--- src/rtl/can_irq_pkg.sv ---
package can_irq_pkg;
    localparam int DATA_W   = 8;
    localparam int FLAG_W   = 5;
    localparam int ADDR_W   = 3;
    localparam int REG_ADDR = 3;

    // flag bit positions (software decodes these)
    localparam int B_RX   = 0;
    localparam int B_TX   = 1;
    localparam int B_ERR  = 2;
    localparam int B_OVR  = 3;
    localparam int B_WAKE = 4;

    // level inputs tracked for transitions
    localparam int NLVL  = 4;
    localparam int L_ERR = 0;
    localparam int L_BUS = 1;
    localparam int L_TXB = 2;
    localparam int L_SLP = 3;

    typedef enum logic [1:0] {
        OCC_EMPTY = 2'd0,
        OCC_ONE   = 2'd1,
        OCC_FULL  = 2'd2
    } occ_e;
endpackage

--- src/rtl/can_irq_lvl_hist.sv ---
module can_irq_lvl_hist #(
    parameter int N = 4
) (
    input  logic         clk,
    input  logic         rst,
    input  logic [N-1:0] lvl,
    output logic [N-1:0] prev
);
    for (genvar i = 0; i < N; i++) begin : g_hist
        always_ff @(posedge clk) begin
            if (rst) prev[i] <= 1'b0;
            else     prev[i] <= lvl[i];
        end
    end
endmodule

--- src/rtl/can_irq_rx_occ.sv ---
module can_irq_rx_occ
    import can_irq_pkg::*;
(
    input  logic clk,
    input  logic rst,
    input  logic acc,
    input  logic rel,
    input  logic ovr_clr,
    output logic new_msg,
    output logic ovr_ev,
    output logic full,
    output logic buf_stat,
    output logic dov_stat
);
    occ_e state, state_nx;

    // state register
    always_ff @(posedge clk) begin
        if (rst) state <= OCC_EMPTY;
        else     state <= state_nx;
    end

    // next-state selection
    always_comb begin
        state_nx = state;
        unique case (state)
            OCC_EMPTY: if (acc) state_nx = OCC_ONE;
            OCC_ONE: begin
                if (acc && !rel)      state_nx = OCC_FULL;
                else if (rel && !acc) state_nx = OCC_EMPTY;
            end
            OCC_FULL:  if (rel) state_nx = OCC_ONE;
            default:   state_nx = OCC_EMPTY;
        endcase
    end

    // outputs
    always_comb begin
        new_msg  = 1'b0;
        ovr_ev   = 1'b0;
        full     = 1'b0;
        buf_stat = 1'b1;
        unique case (state)
            OCC_EMPTY: begin
                new_msg  = acc;
                buf_stat = 1'b0;
            end
            OCC_ONE:   new_msg = acc;
            OCC_FULL: begin
                ovr_ev = acc;
                full   = 1'b1;
            end
            default:   buf_stat = 1'b0;
        endcase
    end

    // data overrun status: set wins over clear
    always_ff @(posedge clk) begin
        if (rst)          dov_stat <= 1'b0;
        else if (ovr_ev)  dov_stat <= 1'b1;
        else if (ovr_clr) dov_stat <= 1'b0;
    end
endmodule

--- src/rtl/can_irq_flag_bank.sv ---
module can_irq_flag_bank #(
    parameter int W = 5
) (
    input  logic         clk,
    input  logic         rst,
    input  logic         rd_hit,
    input  logic [W-1:0] set_vec,
    output logic [W-1:0] flags
);
    always_ff @(posedge clk) begin
        if (rst) flags <= '0;
        else     flags <= (rd_hit ? '0 : flags) | set_vec;
    end
endmodule

--- src/rtl/can_irq_flags.sv ---
module can_irq_flags
    import can_irq_pkg::*;
(
    input  logic              clk,
    input  logic              rst,
    input  logic              cpu_rd,
    input  logic [ADDR_W-1:0] cpu_addr,
    output logic [DATA_W-1:0] rd_data,
    output logic              irq,
    input  logic              en_rx,
    input  logic              en_tx,
    input  logic              en_err,
    input  logic              en_ovr,
    input  logic              err_stat,
    input  logic              bus_stat,
    input  logic              txbuf_free,
    input  logic              sleep_lvl,
    input  logic              rx_accept,
    input  logic              rx_release,
    input  logic              ovr_clear,
    output logic              rxbuf_status,
    output logic              data_ovr
);
    localparam int PAD_W = DATA_W - FLAG_W;

    logic [NLVL-1:0]   lvl, prev;
    logic [FLAG_W-1:0] set_vec, flags;
    logic              rd_hit, new_msg, ovr_ev, occ_full;

    always_comb begin
        lvl        = '0;
        lvl[L_ERR] = err_stat;
        lvl[L_BUS] = bus_stat;
        lvl[L_TXB] = txbuf_free;
        lvl[L_SLP] = sleep_lvl;
    end

    can_irq_lvl_hist #(.N(NLVL)) u_hist (
        .clk  (clk),
        .rst  (rst),
        .lvl  (lvl),
        .prev (prev)
    );

    can_irq_rx_occ u_occ (
        .clk      (clk),
        .rst      (rst),
        .acc      (rx_accept),
        .rel      (rx_release),
        .ovr_clr  (ovr_clear),
        .new_msg  (new_msg),
        .ovr_ev   (ovr_ev),
        .full     (occ_full),
        .buf_stat (rxbuf_status),
        .dov_stat (data_ovr)
    );

    always_comb begin
        set_vec         = '0;
        set_vec[B_RX]   = new_msg & en_rx;
        set_vec[B_TX]   = lvl[L_TXB] & ~prev[L_TXB] & en_tx;
        set_vec[B_ERR]  = ((lvl[L_ERR] ^ prev[L_ERR]) |
                           (lvl[L_BUS] ^ prev[L_BUS])) & en_err;
        set_vec[B_OVR]  = ovr_ev & en_ovr;
        set_vec[B_WAKE] = prev[L_SLP] & ~lvl[L_SLP];
    end

    assign rd_hit = cpu_rd && (cpu_addr == ADDR_W'(REG_ADDR));

    can_irq_flag_bank #(.W(FLAG_W)) u_bank (
        .clk     (clk),
        .rst     (rst),
        .rd_hit  (rd_hit),
        .set_vec (set_vec),
        .flags   (flags)
    );

    assign rd_data = rd_hit ? {{PAD_W{1'b0}}, flags} : '0;
    assign irq     = |flags;
endmodule

--- config.mk ---
export PLATFORM = sky130hd
export DESIGN_NAME = can_irq_flags
export DESIGN_NICKNAME = d
export VERILOG_FILES = /design/src/rtl/can_irq_pkg.sv /design/src/rtl/can_irq_lvl_hist.sv /design/src/rtl/can_irq_rx_occ.sv /design/src/rtl/can_irq_flag_bank.sv /design/src/rtl/can_irq_flags.sv
export SDC_FILE = /design/constraint.sdc
export NUM_CORES = 1
export LEC_CHECK = 0
export ABC_AREA = 1
export BUFFER_PORTS_ARGS = -buffer_cell sky130_fd_sc_hd__buf_2
export CAP_MARGIN = 20
export CORE_UTILIZATION = 25
export DETAILED_ROUTE_END_ITERATION = 10
export PLACE_DENSITY = 0.5
export SKIP_CTS_REPAIR_TIMING = 1
export SLEW_MARGIN = 20
export SYNTH_ARGS = -nofsm -noshare
export SYNTH_HDL_FRONTEND = slang
export SYNTH_HIERARCHICAL = 1
export SYNTH_SLANG_ARGS = --single-unit
--- constraint.sdc ---
create_clock -name clk -period 1.97 [get_ports clk]
set_clock_uncertainty 0.05 [all_clocks]
set_input_delay 0.197 -clock clk [delete_from_list [all_inputs] [get_ports clk]]
set_output_delay 0.197 -clock clk [all_outputs]
set_load 0.02 [all_outputs]
==> reports/metrics.cfg, run 1 <==
[cells_and_area]
n_fill_cell = 307
layout-drive-gt1-share = 0.2555
multi_input_area_um2 = 329.1
synthToLayoutAreaGrowth_pct = 25.40
fin_nets = 161
n_antenna_cell = 0
seq_area_um2 = 240.2
final_core_util = 0.3441

[route]
drt_wl_total_mm = 1.282
viasPerCell = 3.832
drtIter0Drc = 4
drc = 0
num_vias = 640
wire_per_inst_um = 7.677
firstDrtPassIters = 3
drt.antenna.violating_nets = 0

[setup_path]
end_kind = output pin
path_class = register to output pin
cp-start-kind = register
reg2reg_to = u_occ/state[1]$_SDFFE_PP0P_
critPathRequiredTime_ns = 1.72
r2r_cells = 7
path_max_fanout = 4
rr_startpoint = u_occ/state[1]$_SDFFE_PP0P_
r2r_slack_ns = 0.74
critPathArrivalTime_ns = 1.19

[floorplanning]
top_level_ports = 28
die_h_um = 55.08
core-area_um2 = 2567
rows = 18
dieArea_um2 = 3034
die_w_um = 55.08
initial_core_util = 0.2744

[clocking]
ctsHtreeMaxLevel = 1
clkSinkCount = 12
cts_tree = done
cts_max_path_buffers = 2
root_buffer = clkbuf_4
cts_buffers = 3
clk_latency_ns = 0.27
clk_pin_slew_ns = 0.08

[synth]
synth_top_area_share = 0.3410
synth_cell_type_count = 15
synthTopCellsByArea = dfxtp_1, inv_1, nand2_1
yosysSeqAreaShare = 0.3410
syn_avg_cell_area_um2 = 6.404
synth_largest_area_cell = dfxtp_1
synth_cells = 110
synth.ff_latch_count = 12
yosysWarnings = 6
syn_area_um2 = 704.4

[timing]
setup_viol = 0
holdWs_ns = 0.09146
period_needed_ns = 1.438
rsz0062_at_grt = no
drv_slew = 0
final.period_utilization = 0.7299
hold_viol = 0
clock.fmax_mhz = 695.4
setup_tns_ns = 0

[placed_design]
post-dp-hpwl_mm = 1.033
numPortBuffers = 24
gp_congestion = 0.6744

[power]
ir_worst_vdd_mv = 0.3821
p_leak_uw = 0.0005278
p_clk_frac = 0.235
p_sw_uw = 314.0
pwr-share-comb = 0.397
seq_power_share = 0.368
internal-power_uw = 517.5
powerDensity_nw_per_um2 = 941.3
swShare = 0.3777

[grt]
grt_max_degree = 12
grt_pass1_wl_mm = 2.035
grt_pass1_vias = 534
antenna_found_initial = 0
grtUsageTotal = 0.09983
grt-ovfl-total = 0

[hold_path]
worstHoldStart = txbuf_free
min_path_cells = 3
min_to = u_hist/prev[2]$_SDFF_PP0_
worstHoldPathType = input port to register

[flow_run]
drv_cap = 0

[run_status]
status = completed

==> critical path, cell delays in order (launching register included) <==
cell     delay [ns]
dfxtp_1        0.37
inv_1          0.11
ha_1           0.29
buf_2          0.15
==> logic make-up (layout without fill, tap and decap cells) <==
group	count (synthesis)	in the layout	share of synthesized area
fa+ha+maj	6	6	0.1066
flops	12	12	0.3410
compound gates	7	7	0.04973
buf+inv	35	60	0.2025
other cells	1	3	0.005323
simple gates	49	49	0.2948
==> worst max path at each step <==
stage	from	slack, ns	depth (start not counted)	to
after floorplan	u_occ/state[0]$_SDFFE_PP0P_	0.86	8	u_bank/flags[0]$_SDFF_PP0_
after global placement	u_occ/state[1]$_SDFFE_PP0P_	0.82	8	u_bank/flags[0]$_SDFF_PP0_
after detailed placement	u_occ/state[0]$_SDFFE_PP0P_	0.76	7	u_occ/state[1]$_SDFFE_PP0P_
after CTS	u_occ/state[0]$_SDFFE_PP0P_	0.52	3	rxbuf_status
after global routing	u_occ/state[0]$_SDFFE_PP0P_	0.45	3	rxbuf_status
final	u_occ/state[0]$_SDFFE_PP0P_	0.53	3	rxbuf_status
==> synthesized netlist by cell type <==
library cell and n:
nand4_1 1, nand3_2 1, conb_1 1, nor2_2 1, nor2_1 18, dfxtp_1 12, inv_2 1, nand3_1 1
ha_1 6, a21oi_1 7, inv_1 31, nand2_2 4, nor3_1 1, buf_4 3, nand2_1 22
==> power groups by stage <==
stage          registers (uW)  clock network [uW]  logic, uW
4_1_cts                   306                 208        336
3_5_place_dp              311                   0        333
2_1_floorplan             308                   0        262
3_3_place_gp              307                   0        327
5_1_grt                   313                 221        376
6_report                  306                 195        330
==> layer usage <==
layer  track usage  wire length, um  vias to the layer above
met1        0.1064              587                      260
met5             0                0                        -
li1              -                -                      361
met3       0.03552               83                        2
met4       0.07083               15                        0
met2        0.1627              596                       17
==> per-stage QoR <==
stage	instance area [um^2]	setup slack [ns]	instances	total power, uW
global route	883.3	0.4528	167	910.1
floorplan	711.9	0.8647	112	569.3
finish	883.3	0.5320	167	831.5
detailed placement	847.1	0.7630	163	643.8
CTS	883.3	0.5154	167	849.4
global placement	847.1	0.8204	163	634.5
==> state kept, by name, indices dropped and copies added (netlist names) <==
name,flops
u_bank/flags,5
u_hist/prev,4
u_occ/state,2
u_occ/dov_stat,1
==> cells in the final DEF (no fill, tap or decap), types with 3 or more instances in the layout <==
cell and n:
nand2_2 4, buf_2 24, ha_1 6, nand2_1 22
a21oi_1 7, inv_1 31, conb_1 3, nor2_1 18
clkbuf_4 3, dfxtp_1 12
==> cell type report <==
cell class | count | area share
clock buffer | 4 | 0.04108
timing repair buffer | 24 | 0.1360
sequential | 12 | 0.2720
multi-input combinational | 65 | 0.3725
tap | 30 | 0.04249
inverter | 32 | 0.1360
Power figures use the tool's default switching activity.
==> run 2: changes to the inputs <==
Settings changed: PLACE_DENSITY 0.5 to 0.51.
Clock period 1.97 ns to 1.2 ns, I/O delays scaled along.
==> run 2 against run 1 <==
Effect of this change: the flow now finishes with violations (setup timing); sequential power is 69% higher; combinational power is 120% higher; design area is 7.4% higher; flip-flop and latch count unchanged; routed wire length is 5.8% higher; clock power grew 63%; first-iteration DRC count rose by 50%; die area stayed put; sequential share of layout area is 1.1 points lower; via count up 2.8%; non-clock buffer count increased by 3; hold slack worse by 0.077 ns; critical endpoint unchanged.
==> reports/metrics.cfg, run 2 (synthesis results as in run 1) <==
[cells_and_area]
seq_area_um2 = 247.7  ; was 240.2 um^2
layout-drive-gt1-share = 0.3357  ; was 0.2555
layout_common_cells = inv_1, nand2_1, buf_2  ; was inv_1, buf_2, nand2_1
n_fill_cell = 289  ; was 307
largest_register_ff_count = 5  ; unchanged
multi_input_area_um2 = 349.1  ; was 329.1 um^2
synthToLayoutAreaGrowth_pct = 34.64  ; was 25.40%
n_antenna_cell = 0  ; unchanged
fin_nets = 164  ; was 161
final_common_cell = inv_1  ; unchanged
largest_registers = u_bank/flags: 5 flops, u_hist/prev: 4 flops, u_occ/state: 2 flops  ; unchanged
top_register = u_bank/flags  ; unchanged
final_area_um2 = 948.4  ; was 883.3 um^2
fin_cells = 170  ; was 167

[setup_path]
path_max_fanout = 4  ; unchanged
slowest_delay_ns = 0.38  ; was 0.37 ns
critPathArrivalTime_ns = 1.05  ; was 1.19 ns
end_kind = output pin  ; unchanged
path_buf_inv = 2  ; unchanged
cp-start-kind = register  ; unchanged
path_class = register to output pin  ; unchanged
crit_slowest_cell = dfxtp_4  ; was dfxtp_1
crit_chain = inv_4 -> ha_4 -> buf_6  ; was inv_1 -> ha_1 -> buf_2
path_delay_family = flip-flops  ; unchanged
critPathRequiredTime_ns = 1.03  ; was 1.72 ns

[floorplanning]
top_level_ports = 28  ; unchanged
core-area_um2 = 2567  ; unchanged
initial_core_util = 0.2744  ; unchanged
die_w_um = 55.08  ; unchanged
dieArea_um2 = 3034  ; unchanged
die_h_um = 55.08  ; unchanged
rows = 18  ; unchanged

[grt]
grt-ovfl-total = 0  ; unchanged
grt_pass1_wl_mm = 1.966  ; was 2.035 mm
grtUsageTotal = 0.09626  ; was 0.09983
grt_max_degree = 12  ; unchanged
antenna_found_initial = 0  ; unchanged
grt_pass1_vias = 519  ; was 534

[clocking]
clk_pin_slew_ns = 0.08  ; about the same
ctsHtreeMaxLevel = 1  ; unchanged
clkSinkCount = 12  ; unchanged
clk_latency_ns = 0.27  ; about the same
cts_buffers = 3  ; unchanged
root_buffer = clkbuf_4  ; unchanged
cts_max_path_buffers = 2  ; unchanged
cts_tree = done  ; unchanged

[timing]
setup_tns_ns = -0.01748  ; was 0 ns
worst_slack_ns = -0.01748  ; was 0.5320 ns
drv_slew = 0  ; unchanged
clock.fmax_mhz = 821.4
hold_viol = 0  ; unchanged
rsz0062_at_grt = yes  ; was no
final.period_utilization = 1.015
setup_viol = 1  ; was 0
period_needed_ns = 1.217

[placed_design]
dp.cells = 163  ; unchanged
dpl_cell_area_um2 = 847.1  ; unchanged
numPortBuffers = 24  ; unchanged
gp_congestion = 0.7181  ; was 0.6744
post-dp-hpwl_mm = 1.042  ; was 1.033 mm

[power]
power_uw = 1563  ; was 831.5 uW
powerDensity_nw_per_um2 = 1648  ; was 941.3 nW/um^2
pwr-share-comb = 0.465  ; was 0.397
swShare = 0.3588  ; was 0.3777
p_leak_uw = 0.0005496  ; was 0.0005278 uW
ir_worst_vdd_mv = 0.7156  ; was 0.3821 mV
p_sw_uw = 561.0  ; was 314.0 uW
p_clk_frac = 0.204  ; was 0.235
internal-power_uw = 1002  ; was 517.5 uW
seq_power_share = 0.331  ; was 0.368

[route]
viasPerCell = 3.871  ; was 3.832
drtIter0Drc = 6  ; was 4
wire_per_inst_um = 7.976  ; was 7.677 um
firstDrtPassIters = 2  ; was 3
num_vias = 658  ; was 640
drt_wl_total_mm = 1.356  ; was 1.282 mm
drc = 0  ; unchanged
drt.antenna.violating_nets = 0  ; unchanged

[hold_path]
worstHoldPathType = input port to register  ; unchanged

[flow_run]
drv_cap = 0  ; unchanged

[run_status]
status = complete, but fails checks  ; was completed
violations = setup timing

run 2: worst paths after layout:
check	endpoint	from	cells after the start	slack, ns
max	rxbuf_status	u_occ/state[1]$_SDFFE_PP0P_	3	-0.02
min	u_hist/prev[2]$_SDFF_PP0_	txbuf_free	3	0.01
max reg2reg	u_occ/state[1]$_SDFFE_PP0P_	u_occ/state[0]$_SDFFE_PP0P_	7	0.06
min reg2reg	u_bank/flags[2]$_SDFF_PP0_	u_bank/flags[2]$_SDFF_PP0_	2	0.41
run 2: area by class of cell:
| class | count | share of cell area |
|---|---|---|
| multi-input cells | 65 | 0.3681 |
| flip-flops and latches | 12 | 0.2612 |
| repair buffers | 27 | 0.1636 |
| inverters | 32 | 0.1293 |
| well taps | 30 | 0.03958 |
| clock buffers | 4 | 0.03826 |
run 2: power groups by stage:
stage / logic (uW) / registers [uW] / clock network [uW]
after floorplan: 429 / 505 / 0
after global routing: 816 / 525 / 354
after CTS: 550 / 503 / 335
final: 727 / 518 / 318
after detailed placement: 544 / 512 / 0
after global placement: 538 / 505 / 0
run 2: worst min-delay path, delay by kind of cell:
family	cells	cell delay, ns
buffers and inverters	2	0.14
AND/OR/NAND/NOR	1	0.03
run 2: routing by layer:
metal | GRT usage | share of wire | vias to the layer above | wire length (um)
li1 | - | - | 368 | -
met1 | 0.1042 | 0.45 | 271 | 616
met2 | 0.1586 | 0.47 | 17 | 633
met3 | 0.03279 | 0.064 | 2 | 87
met4 | 0.06250 | 0.014 | 0 | 19
met5 | 0 | 0 | - | 0
run 2: metrics by stage:
step / worst slack (ns) / hold WS [ns] / utilization
final: -0.01748 / 0.01424 / 0.3694
after global routing: -0.06984 / 0.01237 / 0.3694
after CTS: -0.1784 / 0.005772 / 0.3441
after detailed placement: -0.005189 / 0.2941 / 0.3299
after global placement: 0.04567 / 0.2859 / 0.3299
after floorplan: 0.09472 / 0.1391 / -
==> run 3: changes to the inputs <==
Settings changed: CAP_MARGIN 20 to 0, CTS_CLUSTER_DIAMETER set to 60, GPL_TIMING_DRIVEN set to 0.
==> run 3 against run 2 <==
Effect of this change: the run still ends with setup timing left; cell count rose by 0.59%; combinational power rose by 11%; critical path type unchanged; clock power fell by 2%; count of clock-buffer cells in the layout did not move; non-clock buffer count rose by 1; design area rose by 4.6%; sequential share of layout area fell by 0.77 points; largest power group unchanged; register-to-register slack improved by 0.02 ns; flip-flop and latch count did not move.
==> reports/metrics.cfg, run 3 (synthesis results as in run 1) <==
[run_status]
status = complete, but fails checks  ; unchanged
violations = setup timing  ; unchanged

[route]
drtIter0Drc = 2  ; was 6
wire_per_inst_um = 7.386  ; was 7.976 um
num_vias = 659  ; was 658
drt.antenna.violating_nets = 0  ; unchanged
firstDrtPassIters = 3  ; was 2
drc = 0  ; unchanged
viasPerCell = 3.854  ; was 3.871
drt_wl_total_mm = 1.263  ; was 1.356 mm

[clocking]
clk_pin_slew_ns = 0.07  ; was 0.08 ns
root_buffer = clkbuf_4  ; unchanged
ctsHtreeMaxLevel = 1  ; unchanged
cts_buffers = 3  ; unchanged
cts_max_path_buffers = 2  ; unchanged
cts_tree = done  ; unchanged
clkSinkCount = 12  ; unchanged
clk_latency_ns = 0.27  ; about the same

[power]
powerDensity_nw_per_um2 = 1670  ; was 1648 nW/um^2
p_leak_uw = 0.0005616  ; was 0.0005496 uW
ir_worst_vdd_mv = 0.8603  ; was 0.7156 mV

[floorplanning]
initial_core_util = 0.2744  ; unchanged
die_h_um = 55.08  ; unchanged
core-area_um2 = 2567  ; unchanged
die_w_um = 55.08  ; unchanged
top_level_ports = 28  ; unchanged
dieArea_um2 = 3034  ; unchanged
rows = 18  ; unchanged

[setup_path]
rr_startpoint = u_occ/state[0]$_SDFFE_PP0P_  ; unchanged
critPathRequiredTime_ns = 1.03  ; about the same
path_class = register to output pin  ; unchanged
r2r_cells = 8  ; was 7
path_max_fanout = 4  ; unchanged
reg2reg_to = u_bank/flags[0]$_SDFF_PP0_  ; was u_occ/state[1]$_SDFFE_PP0P_
cp-start-kind = register  ; unchanged
end_kind = output pin  ; unchanged
r2r_slack_ns = 0.08  ; was 0.06 ns
critPathArrivalTime_ns = 1.05  ; about the same

[cells_and_area]
fin_nets = 165  ; was 164
fin_cells = 171  ; was 170
final_common_cell = inv_1  ; unchanged
layout_common_cells = inv_1, nand2_1, buf_2  ; unchanged
largest_register_ff_count = 5  ; unchanged
largest_registers = u_bank/flags: 5 flops, u_hist/prev: 4 flops, u_occ/state: 2 flops  ; unchanged
n_antenna_cell = 0  ; unchanged
top_register = u_bank/flags  ; unchanged
synthToLayoutAreaGrowth_pct = 40.85  ; was 34.64%
n_fill_cell = 296  ; was 289
layout-drive-gt1-share = 0.3688  ; was 0.3357

[placed_design]
post-dp-hpwl_mm = 1.000  ; was 1.042 mm
gp_congestion = 0.6999  ; was 0.7181
dp.cells = 166  ; was 163
numPortBuffers = 24  ; unchanged

[grt]
antenna_found_initial = 0  ; unchanged
grt_pass1_vias = 527  ; was 519
grt-ovfl-total = 0  ; unchanged
grt_max_degree = 12  ; unchanged
grt_pass1_wl_mm = 2.063  ; was 1.966 mm
grtUsageTotal = 0.09802  ; was 0.09626

[timing]
hold_viol = 0  ; unchanged
period_needed_ns = 1.219  ; was 1.217 ns
drv_slew = 0  ; unchanged
holdWs_ns = 0.01313  ; was 0.01424 ns
final.period_utilization = 1.015  ; about the same
worst_slack_ns = -0.01859  ; was -0.01748 ns
setup_tns_ns = -0.01859  ; was -0.01748 ns
setup_viol = 1  ; unchanged
clock.fmax_mhz = 820.6  ; was 821.4 MHz
rsz0062_at_grt = yes  ; unchanged

[flow_run]
drv_cap = 0  ; unchanged

[hold_path]
min_path_cells = 3  ; unchanged
worstHoldPathType = input port to register  ; unchanged
min_to = u_hist/prev[2]$_SDFF_PP0_  ; unchanged
worstHoldStart = txbuf_free  ; unchanged

-- run 3: changes by cell type in the layout (fill, tap and decap cells not counted), sizes merged --
cell,before,now
buf,27,28
-- run 3: power breakdown --
part	switching [uW]	internal, uW	leakage, uW
Combinational	415	392	0.000439
Clock	127	184	0.0000210
Sequential	60.2	479	0.000102
Total	602	1050	0.000562
-- run 3: worst max path at each step --
stage	from	endpoint	slack [ns]	cells past startpoint
after floorplan	u_occ/state[0]$_SDFFE_PP0P_	u_bank/flags[0]$_SDFF_PP0_	0.09	8
after global placement	u_occ/state[1]$_SDFFE_PP0P_	u_bank/flags[0]$_SDFF_PP0_	0.01	8
after detailed placement	u_occ/state[0]$_SDFFE_PP0P_	u_bank/flags[0]$_SDFF_PP0_	-0.02	8
after CTS	u_occ/state[0]$_SDFFE_PP0P_	rxbuf_status	-0.17	3
after global routing	u_bank/flags[4]$_SDFF_PP0_	irq	-0.09	3
final	u_occ/state[1]$_SDFFE_PP0P_	rxbuf_status	-0.02	3
-- run 3: metal layers --
layer  up-vias  track usage  part of all wire
met5         -            0                 0
met4         0      0.03750            0.0095
met3         2      0.04918             0.080
met2        19       0.1586              0.47
met1       269       0.1093              0.44
li1        369            -                 -
-- run 3: critical path: stages, from the launching register on --
cell and delay [ns]:
dfxtp_4 0.38, inv_4 0.05, ha_4 0.25, buf_6 0.10
-- run 3: through the flow --
stage / setup WS, ns / total power, uW / utilization / cell area [um^2]
final: -0.01859 / 1657 / 0.3865 / 992.2
after global routing: -0.08981 / 1812 / 0.3865 / 992.2
after CTS: -0.1734 / 1385 / 0.3528 / 905.9
after detailed placement: -0.02486 / 1063 / 0.3387 / 869.6
after global placement: 0.01116 / 1044 / 0.3387 / 869.6
after floorplan: 0.09472 / 934.6 / - / 711.9
-- run 3: layout make-up --
cell class	count	area, um^2	share of cell area
Buffer	3	22.52	0.02270
Inverter	32	125.1	0.1261
Multi-Input combinational cell	65	372.9	0.3758
Clock buffer	4	36.28	0.03657
Tap cell	30	37.54	0.03783
Timing Repair Buffer	25	146.4	0.1475
Sequential cell	12	251.5	0.2535
